**src/rtl/cmp_reload_pkg.sv**
```systemverilog
package cmp_reload_pkg;
  parameter int NUM_CH     = 4;
  parameter int CMP_W      = 16;
  parameter int ADDR_W     = 3;
  parameter int ARM_CH     = 1;
  parameter int CTL_ADDR   = 4;
  parameter int ALIAS_ADDR = 5;

  typedef struct packed {
    logic [NUM_CH-1:0] bufWr;
    logic [NUM_CH-1:0] actWr;
    logic              transfer;
  } strobe_t;
endpackage

```
**src/rtl/cmpReloadCtrl.sv**
```systemverilog
module cmpReloadCtrl
  import cmp_reload_pkg::*;
(
  input  logic              clk,
  input  logic              rstN,
  input  logic              wrEn,
  input  logic [ADDR_W-1:0] wrAddr,
  input  logic [1:0]        ctlData,
  input  logic              peakEvt,
  input  logic              valleyEvt,
  input  logic              peakReloadEn,
  input  logic              valleyReloadEn,
  input  logic              peakIrqEvt,
  input  logic              valleyIrqEvt,
  output logic [1:0]        ctlBits,
  output logic              pendQ,
  output strobe_t           strb
);
  logic [NUM_CH-1:0] hit;
  logic anytime, useIrq, ctlWr, armWr, evtSel;

  assign anytime = ctlBits[0];
  assign useIrq  = ctlBits[1];
  assign ctlWr   = wrEn && (wrAddr == ADDR_W'(CTL_ADDR));

  for (genvar i = 0; i < NUM_CH; i++) begin : g_dec
    if (i == ARM_CH) begin : g_arm
      assign hit[i] = wrEn && ((wrAddr == ADDR_W'(i)) || (wrAddr == ADDR_W'(ALIAS_ADDR)));
    end else begin : g_plain
      assign hit[i] = wrEn && (wrAddr == ADDR_W'(i));
    end
  end

  assign armWr  = hit[ARM_CH] && !anytime;
  assign evtSel = useIrq ? (peakIrqEvt || valleyIrqEvt)
                         : ((peakEvt && peakReloadEn) || (valleyEvt && valleyReloadEn));

  always_comb begin
    strb.bufWr    = hit;
    strb.actWr    = anytime ? hit : '0;
    strb.transfer = !anytime && evtSel && (pendQ || armWr);
  end

  always_ff @(posedge clk or negedge rstN) begin
    if (!rstN) begin
      ctlBits <= 2'b00;
      pendQ   <= 1'b0;
    end else begin
      if (ctlWr) ctlBits <= ctlData;
      if (anytime || (ctlWr && ctlData[0])) pendQ <= 1'b0;
      else if (strb.transfer)               pendQ <= 1'b0;
      else if (armWr)                       pendQ <= 1'b1;
    end
  end
endmodule

```
**src/rtl/cmpReloadBank.sv**
```systemverilog
module cmpReloadBank
  import cmp_reload_pkg::*;
(
  input  logic                    clk,
  input  logic                    rstN,
  input  strobe_t                 strb,
  input  logic [CMP_W-1:0]        wrData,
  output logic [NUM_CH*CMP_W-1:0] bufFlat,
  output logic [NUM_CH*CMP_W-1:0] actFlat
);
  for (genvar i = 0; i < NUM_CH; i++) begin : g_ch
    logic [CMP_W-1:0] bufQ, actQ, bufNext;
    assign bufNext = strb.bufWr[i] ? wrData : bufQ;

    always_ff @(posedge clk or negedge rstN) begin
      if (!rstN) begin
        bufQ <= '0;
        actQ <= '0;
      end else begin
        bufQ <= bufNext;
        if (strb.transfer)      actQ <= bufNext;
        else if (strb.actWr[i]) actQ <= wrData;
      end
    end

    assign bufFlat[i*CMP_W +: CMP_W] = bufQ;
    assign actFlat[i*CMP_W +: CMP_W] = actQ;
  end
endmodule

```
**src/rtl/cmpReloadTop.sv**
```systemverilog
module cmpReloadTop
  import cmp_reload_pkg::*;
(
  input  logic                    clk,
  input  logic                    rstN,
  input  logic                    wrEn,
  input  logic [ADDR_W-1:0]       wrAddr,
  input  logic [CMP_W-1:0]        wrData,
  input  logic                    peakEvt,
  input  logic                    valleyEvt,
  input  logic                    peakReloadEn,
  input  logic                    valleyReloadEn,
  input  logic                    peakIrqEvt,
  input  logic                    valleyIrqEvt,
  output logic [7:0]              ctlVal,
  output logic                    reloadPending,
  output logic [NUM_CH*CMP_W-1:0] bufferCmp,
  output logic [NUM_CH*CMP_W-1:0] activeCmp
);
  strobe_t    strb;
  logic [1:0] ctlBits;

  cmpReloadCtrl ctrl_i (
    .clk(clk), .rstN(rstN), .wrEn(wrEn), .wrAddr(wrAddr), .ctlData(wrData[1:0]),
    .peakEvt(peakEvt), .valleyEvt(valleyEvt),
    .peakReloadEn(peakReloadEn), .valleyReloadEn(valleyReloadEn),
    .peakIrqEvt(peakIrqEvt), .valleyIrqEvt(valleyIrqEvt),
    .ctlBits(ctlBits), .pendQ(reloadPending), .strb(strb)
  );

  cmpReloadBank bank_i (
    .clk(clk), .rstN(rstN), .strb(strb), .wrData(wrData),
    .bufFlat(bufferCmp), .actFlat(activeCmp)
  );

  assign ctlVal = {6'b000000, ctlBits};
endmodule

```
**config.mk**
```make
export PLATFORM = sky130hd
export DESIGN_NAME = cmpReloadTop
export DESIGN_NICKNAME = d
export VERILOG_FILES = /design/src/rtl/cmp_reload_pkg.sv /design/src/rtl/cmpReloadCtrl.sv /design/src/rtl/cmpReloadBank.sv /design/src/rtl/cmpReloadTop.sv
export SDC_FILE = /design/constraint.sdc
export NUM_CORES = 1
export LEC_CHECK = 0
export BUFFER_PORTS_ARGS = -buffer_cell sky130_fd_sc_hd__buf_2
export CORE_MARGIN = 1.5
export CORE_UTILIZATION = 25
export CTS_CLUSTER_DIAMETER = 60
export DETAILED_ROUTE_END_ITERATION = 16
export GPL_ROUTABILITY_DRIVEN = 0
export GPL_TIMING_DRIVEN = 0
export HOLD_SLACK_MARGIN = 0.1
export PLACE_DENSITY = 0.54
export SLEW_MARGIN = 20
export SYNTH_ARGS = -nofsm -noshare
export SYNTH_HDL_FRONTEND = slang
export SYNTH_HIERARCHICAL = 1
export SYNTH_SLANG_ARGS = --single-unit
```
**constraint.sdc**
```tcl
create_clock -name clk -period 1.58 [get_ports clk]
set_input_delay 0.316 -clock clk [delete_from_list [all_inputs] [get_ports clk]]
set_output_delay 0.316 -clock clk [all_outputs]
set_load 0.02 [all_outputs]
```
-- Word level (Yosys, flattened, before mapping)
Index checks and enable logic that the tools add are counted.
- register bits after elaboration: 131
- input port bits: 28
- output and inout port bits: 137
- word-level logic and storage cells: 55
- reductions and logical operators: 23
- eq/ne operators: 5
- muxes and demuxes: 17
- operator list (operator ; count):
    2-to-1 mux 16 bit ; 12
    logical AND 1 bit ; 11
    nonzero test 2 bit ; 4
    == test 3 x 2 -> 1 bit (second input constant) ; 2
    == test 3 bit (second input constant) ; 2
    logical OR 1 bit ; 5
    2-to-1 mux 1 bit ; 4
    2-to-1 mux 4 bit ; 1
    == test 3 x 1 -> 1 bit (second input constant) ; 1
    logical NOT 3 bit ; 1
    nonzero test 3 bit ; 1
    logical NOT 1 bit ; 1

-- Depth between registers and ports, before layout
Gate-level depths: netlist (run 1).
- depth after elaboration: 8
- gate-level depth with buffers: 8
- gate-level depth less buffers: 5

-- Modules after synthesis
The synthesis (run 1) kept the hierarchy.
- modules (own cells, without submodules) (module ; seq. area each (sq um) ; cells each ; times used ; area an instance (sq um)):
    cmpReloadBank ; 3203.1 ; 353 ; 1 ; 5909.4
    cmpReloadCtrl ; 75.1 ; 22 ; 1 ; 237.7
    cmpReloadTop ; 0.0 ; 7 ; 1 ; 48.8

-- Worst setup path before layout (run 1)
OpenSTA, ideal clock, no wires.
- kind: reg-to-reg
- start: reg ctrl_i.ctlBits[1]
- end: reg bank_i.g_ch[0].actQ[10]
- period minus slack after synthesis: 1.797 ns
- path slack: -0.217 ns
- arrival: 1.672 ns
- path buffers: 3
- library setup time: 0.125 ns
- stages on the path, launching flop included: 8
- required time: 1.455 ns
- path through: dfrtp_1 > a221oi_1 > a21oi_1 > nor2b_1 > buf_4 > buf_4 > buf_4 > mux2_4
- RTL lines (what ; line ; text):
    from (decl) ; cmpReloadCtrl.sv:15 ; output logic [1:0] ctlBits,
    from (signal assigned) ; cmpReloadCtrl.sv:49 ; if (ctlWr) ctlBits <= ctlData;
    to (signal assigned) ; cmpReloadBank.sv:21 ; if (strb.transfer) actQ <= bufNext;
    to (signal assigned) ; cmpReloadBank.sv:22 ; else if (strb.actWr[i]) actQ <= wrData;
    to (decl) ; cmpReloadBank.sv:12 ; logic [CMP_W-1:0] bufQ, actQ, bufNext;

==> results of run 1 <==
-- sequential cells by signal (all words and copies together), names as in the netlist --
register and cells:
ctrl_i/ctlBits 2, bank_i/g_ch.actQ 64, ctrl_i/pendQ 1, bank_i/g_ch.bufQ 64
-- power by group --
group          switching (mW)  internal [mW]  total, mW
logic                    3.03           2.94       5.97
clock network            1.52           2.88       4.40
registers               0.704           4.55       5.25
-- critical path, cell delays in order, from the launching register on --
cell and delay (ns):
dfrtp_2 0.45, a221oi_4 0.23, a21oi_4 0.06, nor2b_4 0.14, buf_12 0.14, buf_12 0.14
clkbuf_16 0.16, mux2_4 0.29
-- logic make-up (layout without fill, tap and decap cells) --
| family | after synthesis | count (layout) | synth area share |
|---|---|---|---|
| AND/OR/NAND/NOR | 21 | 21 | 0.0252 |
| buffers and inverters | 31 | 237 | 0.0531 |
| AO/OA/AOI/OAI | 8 | 8 | 0.0103 |
| other | 1 | 6 | 0.000605 |
| flip-flops | 131 | 131 | 0.529 |
| multiplexers | 190 | 190 | 0.382 |
-- placed cells by master (no fill, tap or decap), types with 2 or more instances in the layout --
cell type     n
and3b_2       2
a211oi_2      5
and2_4        2
nor3_4        3
dfrtp_1     129
buf_6         7
conb_1        6
dfrtp_2       2
and2_1        2
nor3_2        2
buf_12       14
buf_16        3
buf_2       158
mux2_1       10
clkinv_2      3
buf_8         5
clkbuf_8      2
buf_4        13
nor3b_1       4
clkbuf_16    20
clkinvlp_4    2
mux2_2      100
clkinv_4      3
bufinv_16     5
mux2_4       80
-- path summary, 6_finish.rpt --
| check | startpoint | cells after the start | slack (ns) | to |
|---|---|---|---|---|
| worst max register to register | ctrl_i/ctlBits[1]$_DFFE_PN0N_ | 7 | -0.15 | bank_i/g_ch[1].actQ[14]$_DFFE_PN0P_ |
| worst min register to register | bank_i/g_ch[0].bufQ[10]$_DFF_PN0_ | 1 | 0.52 | bank_i/g_ch[0].bufQ[10]$_DFF_PN0_ |
| min in group asynchronous | rstN | 2 | 0.43 | bank_i/g_ch[0].actQ[12]$_DFFE_PN0P_ |
| worst min-delay path | wrData[13] | 2 | 0.21 | bank_i/g_ch[2].bufQ[13]$_DFF_PN0_ |
| worst max-delay path | ctrl_i/ctlBits[1]$_DFFE_PN0N_ | 7 | -0.15 | bank_i/g_ch[1].actQ[14]$_DFFE_PN0P_ |
| max in group asynchronous | rstN | 3 | 0.41 | bank_i/g_ch[3].bufQ[4]$_DFF_PN0_ |
-- per-stage QoR --
| stage | hold WS [ns] | setup WS [ns] |
|---|---|---|
| 6_report | 0.213 | -0.150 |
| 5_1_grt | 0.210 | -0.195 |
| 4_1_cts | 0.179 | -0.154 |
| 3_5_place_dp | 0.290 | -0.594 |
| 3_3_place_gp | 0.501 | -1.78 |
| 2_1_floorplan | 0.0204 | -0.171 |
-- what timing repair did --
item / in CTS / in global routing
hold buffers: 1 / 0
pin swaps: 4 / 3
hold endpoints to repair: 60 / 0
setup endpoints to repair: 64 / 64
gates cloned: 2 / 3
resized for setup: 34 / 5
setup buffers: 4 / 8
-- layer usage --
metal,vias to the layer above,routed length (microns),part of all wire,global-route usage
li1,1769,-,-,-
met1,2021,8160,0.45,0.183
met2,133,8830,0.49,0.240
met3,14,871,0.048,0.0354
met4,0,158,0.0088,0.0399
met5,-,0,0,0
-- area by class of cell --
class                   instances  area, sq um  area share
flip-flops and latches        131         3280       0.380
multi-input cells             225         2800       0.324
repair buffers                175         1080       0.125
clock buffers                  19          453      0.0524
plain buffers                  29          412      0.0476
well taps                     324          405      0.0469
clock inverters                13          206      0.0239
inverters                       1         3.75    0.000434
==> results.py, run 1 <==
metrics = {
    "run_status": {
        "violations": "negative setup slack",
        "status": "finished, violations left",
    },
    "worst_setup_path": {
        "path_max_fanout": 8,
        "crit_type": "reg2reg",
        "cp-start-kind": "flip-flop",
        "critPathArrivalTime_ns": 2.02,
        "worst_ep_required_time_ns": 1.87,
        "crit_path_end_kind": "flip-flop",
    },
    "cells_and_area": {
        "antennaDiodeCount": 0,
        "fillCellCount": 2371,
        "fin_cells": 917,
        "fin_util": 0.355,
        "finalNetCount": 608,
        "fin_area_sq_um": 8640,
        "area_growth_pct": 39.5,
        "drive_gt1_frac": 0.739,
    },
    "detailed_routing": {
        "wire_per_inst_microns": 19.7,
        "drt.antenna.violating_nets": 0,
        "dr.pass1.iters": 4,
        "drc": 0,
        "vias_per_cell": 4.29,
        "vias": 3937,
        "postRouteWirelength_microns": 18000,
        "drtIter0Drc": 156,
    },
    "placed_design": {
        "io_buffer_count": 158,
        "dp.cells": 870,
        "dpl-instance-area_sq_um": 7580,
        "dp_hpwl_microns": 12500,
    },
    "floorplan": {
        "core_sq_um": 24300,
        "dieArea_sq_um": 25700,
        "start_util": 0.255,
        "io_pins": 165,
        "rows": 57,
        "die_y_microns": 160,
        "die_x_microns": 160,
    },
    "power_and_ir_drop": {
        "vdd_drop_max_mv": 0.639,
        "p_total_mw": 15.6,
        "power.density_nw_per_um2": 1810,
        "p_leak_nw": 4.00,
    },
    "global_routing": {
        "first_global_vias": 4350,
        "grt_antenna_before_repair": 0,
        "grt_pass1_wl_microns": 27200,
        "grt_overflow": 0,
        "track_usage": 0.143,
        "grt_max_degree": 72,
    },
    "min_path": {
        "hold_class": "in2reg",
    },
    "logic_synthesis": {
        "synthArstFlopShare": 1.00,
        "synth_top_area_cell": "dfrtp_1",
        "ys_ff_latch": 131,
        "synth_top_area_frac": 0.529,
        "ys_seq_area_frac": 0.529,
        "ys_types": 26,
        "synth_commonest_cells": "dfrtp_1, mux2_2, mux2_4",
        "synth_edf_count": 0,
        "syn_inst": 382,
        "yosysWarnings": 6,
        "syn_area_sq_um": 6200,
        "synthMostInstantiatedCell": "dfrtp_1",
        "synth_area_leaders": "dfrtp_1, mux2_2, mux2_4",
        "synthFlopType": "dfrtp_1",
        "syn_area_per_cell_sq_um": 16.2,
    },
    "clock_network": {
        "cts_tree": "yes",
        "clkLatencyLatePin_ns": 0.41,
        "cts_buffer_depth": 2,
        "root_buffer": "clkbuf_16",
        "path_clk_slew_ns": 0.06,
        "cts-htree-levels": 4,
        "cts_buffers": 17,
        "cts.sinks": 131,
    },
    "timing": {
        "slew_violations": 0,
        "finalSetupViolations": 64,
        "hold_violations": 0,
        "min_period_ns": 1.73,
        "fin_ws_ns": -0.150,
        "fin_skew_ns": 0.00679,
        "finalSetupTns_ns": -6.01,
        "fmaxAchievable_mhz": 578,
        "grt_setup_unrepaired": "yes",
        "timing.final.crit_share": 1.10,
    },
    "run": {
        "cap_violations": 0,
    },
}
No activity file was read; power rests on OpenSTA's default activity.
==> run 2: changes to the inputs <==
- CORE_MARGIN: 1.5 -> 5
- MAX_ROUTING_LAYER: not set -> met4
==> results.py, run 2 (synthesis results as in run 1) <==
metrics = {
    "run_status": {
        "status": "finished, violations left",
        "violations": "negative setup slack",
    },
    "detailed_routing": {
        "vias_per_cell": 4.34,
        "drc": 0,
        "drt.antenna.violating_nets": 0,
        "dr.pass1.iters": 4,
        "wire_per_inst_microns": 20.8,
        "drtIter0Drc": 163,
        "vias": 4013,
        "postRouteWirelength_microns": 19200,
    },
    "timing": {
        "worstMarginPinSlew_ns": 0.517,
        "fin_ws_ns": -0.103,
        "hold_violations": 0,
        "fmaxAchievable_mhz": 594,
        "min_period_ns": 1.68,
        "fin_skew_ns": 0.00907,
        "finalSetupTns_ns": -4.22,
        "relSlewSlack": 0.656,
        "slew_violations": 0,
        "timing.final.crit_share": 1.06,
        "finalSetupViolations": 59,
        "grt_setup_unrepaired": "yes",
    },
    "worst_setup_path": {
        "crit_chain": "a221oi_2 -> a21oi_2 -> nor2b_4 -> buf_12 -> buf_12 -> buf_12 -> mux2_4",
        "crit_path_frequent_cell": "buf_12",
        "critPathArrivalTime_ns": 1.98,
        "slowest_stage": "dfrtp_2",
        "path_max_fanout": 10,
        "cp-start-kind": "flip-flop",
        "worst_ep_required_time_ns": 1.87,
        "crit_path_end_kind": "flip-flop",
        "crit_type": "reg2reg",
        "rrSetupSlack_ns": -0.10,
        "slowest_delay_ns": 0.42,
    },
    "global_routing": {
        "track_usage": 0.141,
        "grt_pass1_wl_microns": 28900,
        "grt_overflow": 0,
        "grt_max_degree": 71,
        "first_global_vias": 4664,
        "grt_antenna_before_repair": 0,
    },
    "clock_network": {
        "cts_buffer_depth": 2,
        "cts-htree-levels": 4,
        "cts.sinks": 131,
        "clkLatencyLatePin_ns": 0.42,
        "root_buffer": "clkbuf_16",
        "path_clk_slew_ns": 0.06,
        "cts_tree": "yes",
        "cts_buffers": 17,
    },
    "power_and_ir_drop": {
        "pwr-share-comb": 0.396,
        "power.density_nw_per_um2": 1750,
        "p_leak_nw": 3.98,
        "vdd_drop_max_mv": 0.649,
        "swShare": 0.355,
        "power_frac_clock": 0.254,
        "intPower_mw": 9.71,
        "switchingPower_mw": 5.35,
        "seq_power_share": 0.350,
    },
    "cells_and_area": {
        "fillCellCount": 2414,
        "drive_gt1_frac": 0.737,
        "fin_cells": 924,
        "area_growth_pct": 39.0,
        "final_common_cell": "buf_2",
        "reg_top3": "bank_i/g_ch.actQ (64), bank_i/g_ch.bufQ (64), ctrl_i/ctlBits (2)",
        "multiInputGateArea_sq_um": 2770,
        "antennaDiodeCount": 0,
        "finalNetCount": 615,
        "final_cell_mix": "buf_2, dfrtp_1, mux2_2",
        "seq_area_sq_um": 3280,
    },
    "placed_design": {
        "dp_hpwl_microns": 13200,
        "dp.cells": 870,
        "io_buffer_count": 158,
    },
    "min_path": {
        "hold_class": "in2reg",
    },
    "floorplan": {
        "io_pins": 165,
        "dieArea_sq_um": 28000,
        "die_x_microns": 167,
        "start_util": 0.254,
        "rows": 57,
        "die_y_microns": 167,
        "core_sq_um": 24400,
    },
    "run": {
        "cap_violations": 0,
    },
}
==> run 2: cell count changes in the layout (fill, tap and decap cells not counted), sizes merged <==
cell / delta
buf: +9
bufinv: -4
clkbuf: -1
clkinv: -3
clkinvlp: +1
inv: +5
==> run 2: worst max-delay path, delay by kind of cell, from the launching register on <==
| kind | cells | cell delay, ns |
|---|---|---|
| mux | 1 | 0.29 |
| buf+inv | 3 | 0.43 |
| compound gates | 2 | 0.27 |
| flops | 1 | 0.42 |
| simple gates | 1 | 0.14 |
==> run 2: worst paths after layout <==
| check | cells after the start | start | to |
|---|---|---|---|
| worst max-delay path | 7 | ctrl_i/ctlBits[1]$_DFFE_PN0N_ | bank_i/g_ch[0].actQ[14]$_DFFE_PN0P_ |
| worst min-delay path | 2 | wrData[13] | bank_i/g_ch[2].bufQ[13]$_DFF_PN0_ |
| worst max register to register | 7 | ctrl_i/ctlBits[1]$_DFFE_PN0N_ | bank_i/g_ch[0].actQ[14]$_DFFE_PN0P_ |
| worst min register to register | 1 | bank_i/g_ch[1].bufQ[1]$_DFF_PN0_ | bank_i/g_ch[1].bufQ[1]$_DFF_PN0_ |
| max in group asynchronous | 3 | rstN | bank_i/g_ch[2].actQ[3]$_DFFE_PN0P_ |
| min in group asynchronous | 2 | rstN | bank_i/g_ch[1].actQ[12]$_DFFE_PN0P_ |
==> run 2: metrics by stage <==
stage               power [mW]  cell area (sq um)  setup slack (ns)   util  hold WS (ns)
floorplan                 9.09               6350            -0.171      -        0.0204
global placement          10.9               7540             -1.75  0.309         0.500
detailed placement        11.2               7580            -0.592  0.311         0.288
CTS                       15.3               8550            -0.114  0.351         0.178
global route              15.9               8610            -0.183  0.353         0.204
finish                    15.1               8610            -0.103  0.353         0.209
==> run 2: timing repair <==
action,CTS,global route
cloned,4,1
setup endpoints to repair,64,65
buffers inserted,19,1
gates resized for setup,40,9
hold buffers,1,0
pin swaps,4,1
hold endpoints to repair,61,0
==> run 2: power groups by stage <==
stage          Sequential (mW)  Combinational (mW)  Clock (mW)
6_report                  5.28                5.97        3.82
2_1_floorplan             6.67                2.42           0
3_3_place_gp              5.24                5.70           0
5_1_grt                   5.42                6.35        4.11
4_1_cts                   5.27                6.03        3.97
3_5_place_dp              5.33                5.83           0
==> run 2: cell type report <==
type / count / area share
plain buffers: 26 / 0.0451
clock inverters: 12 / 0.0142
flip-flops and latches: 131 / 0.381
repair buffers: 185 / 0.138
multi-input cells: 225 / 0.322
inverters: 1 / 0.000436
clock buffers: 20 / 0.0519
well taps: 324 / 0.0471
==> run 2: layer usage <==
layer  vias up  global-route usage  part of all wire
met5         -                   -                 0
met4         0              0.0420             0.018
met3        21              0.0361             0.048
met2       126               0.237              0.51
met1      2078               0.167              0.43
li1       1788                   -                 -
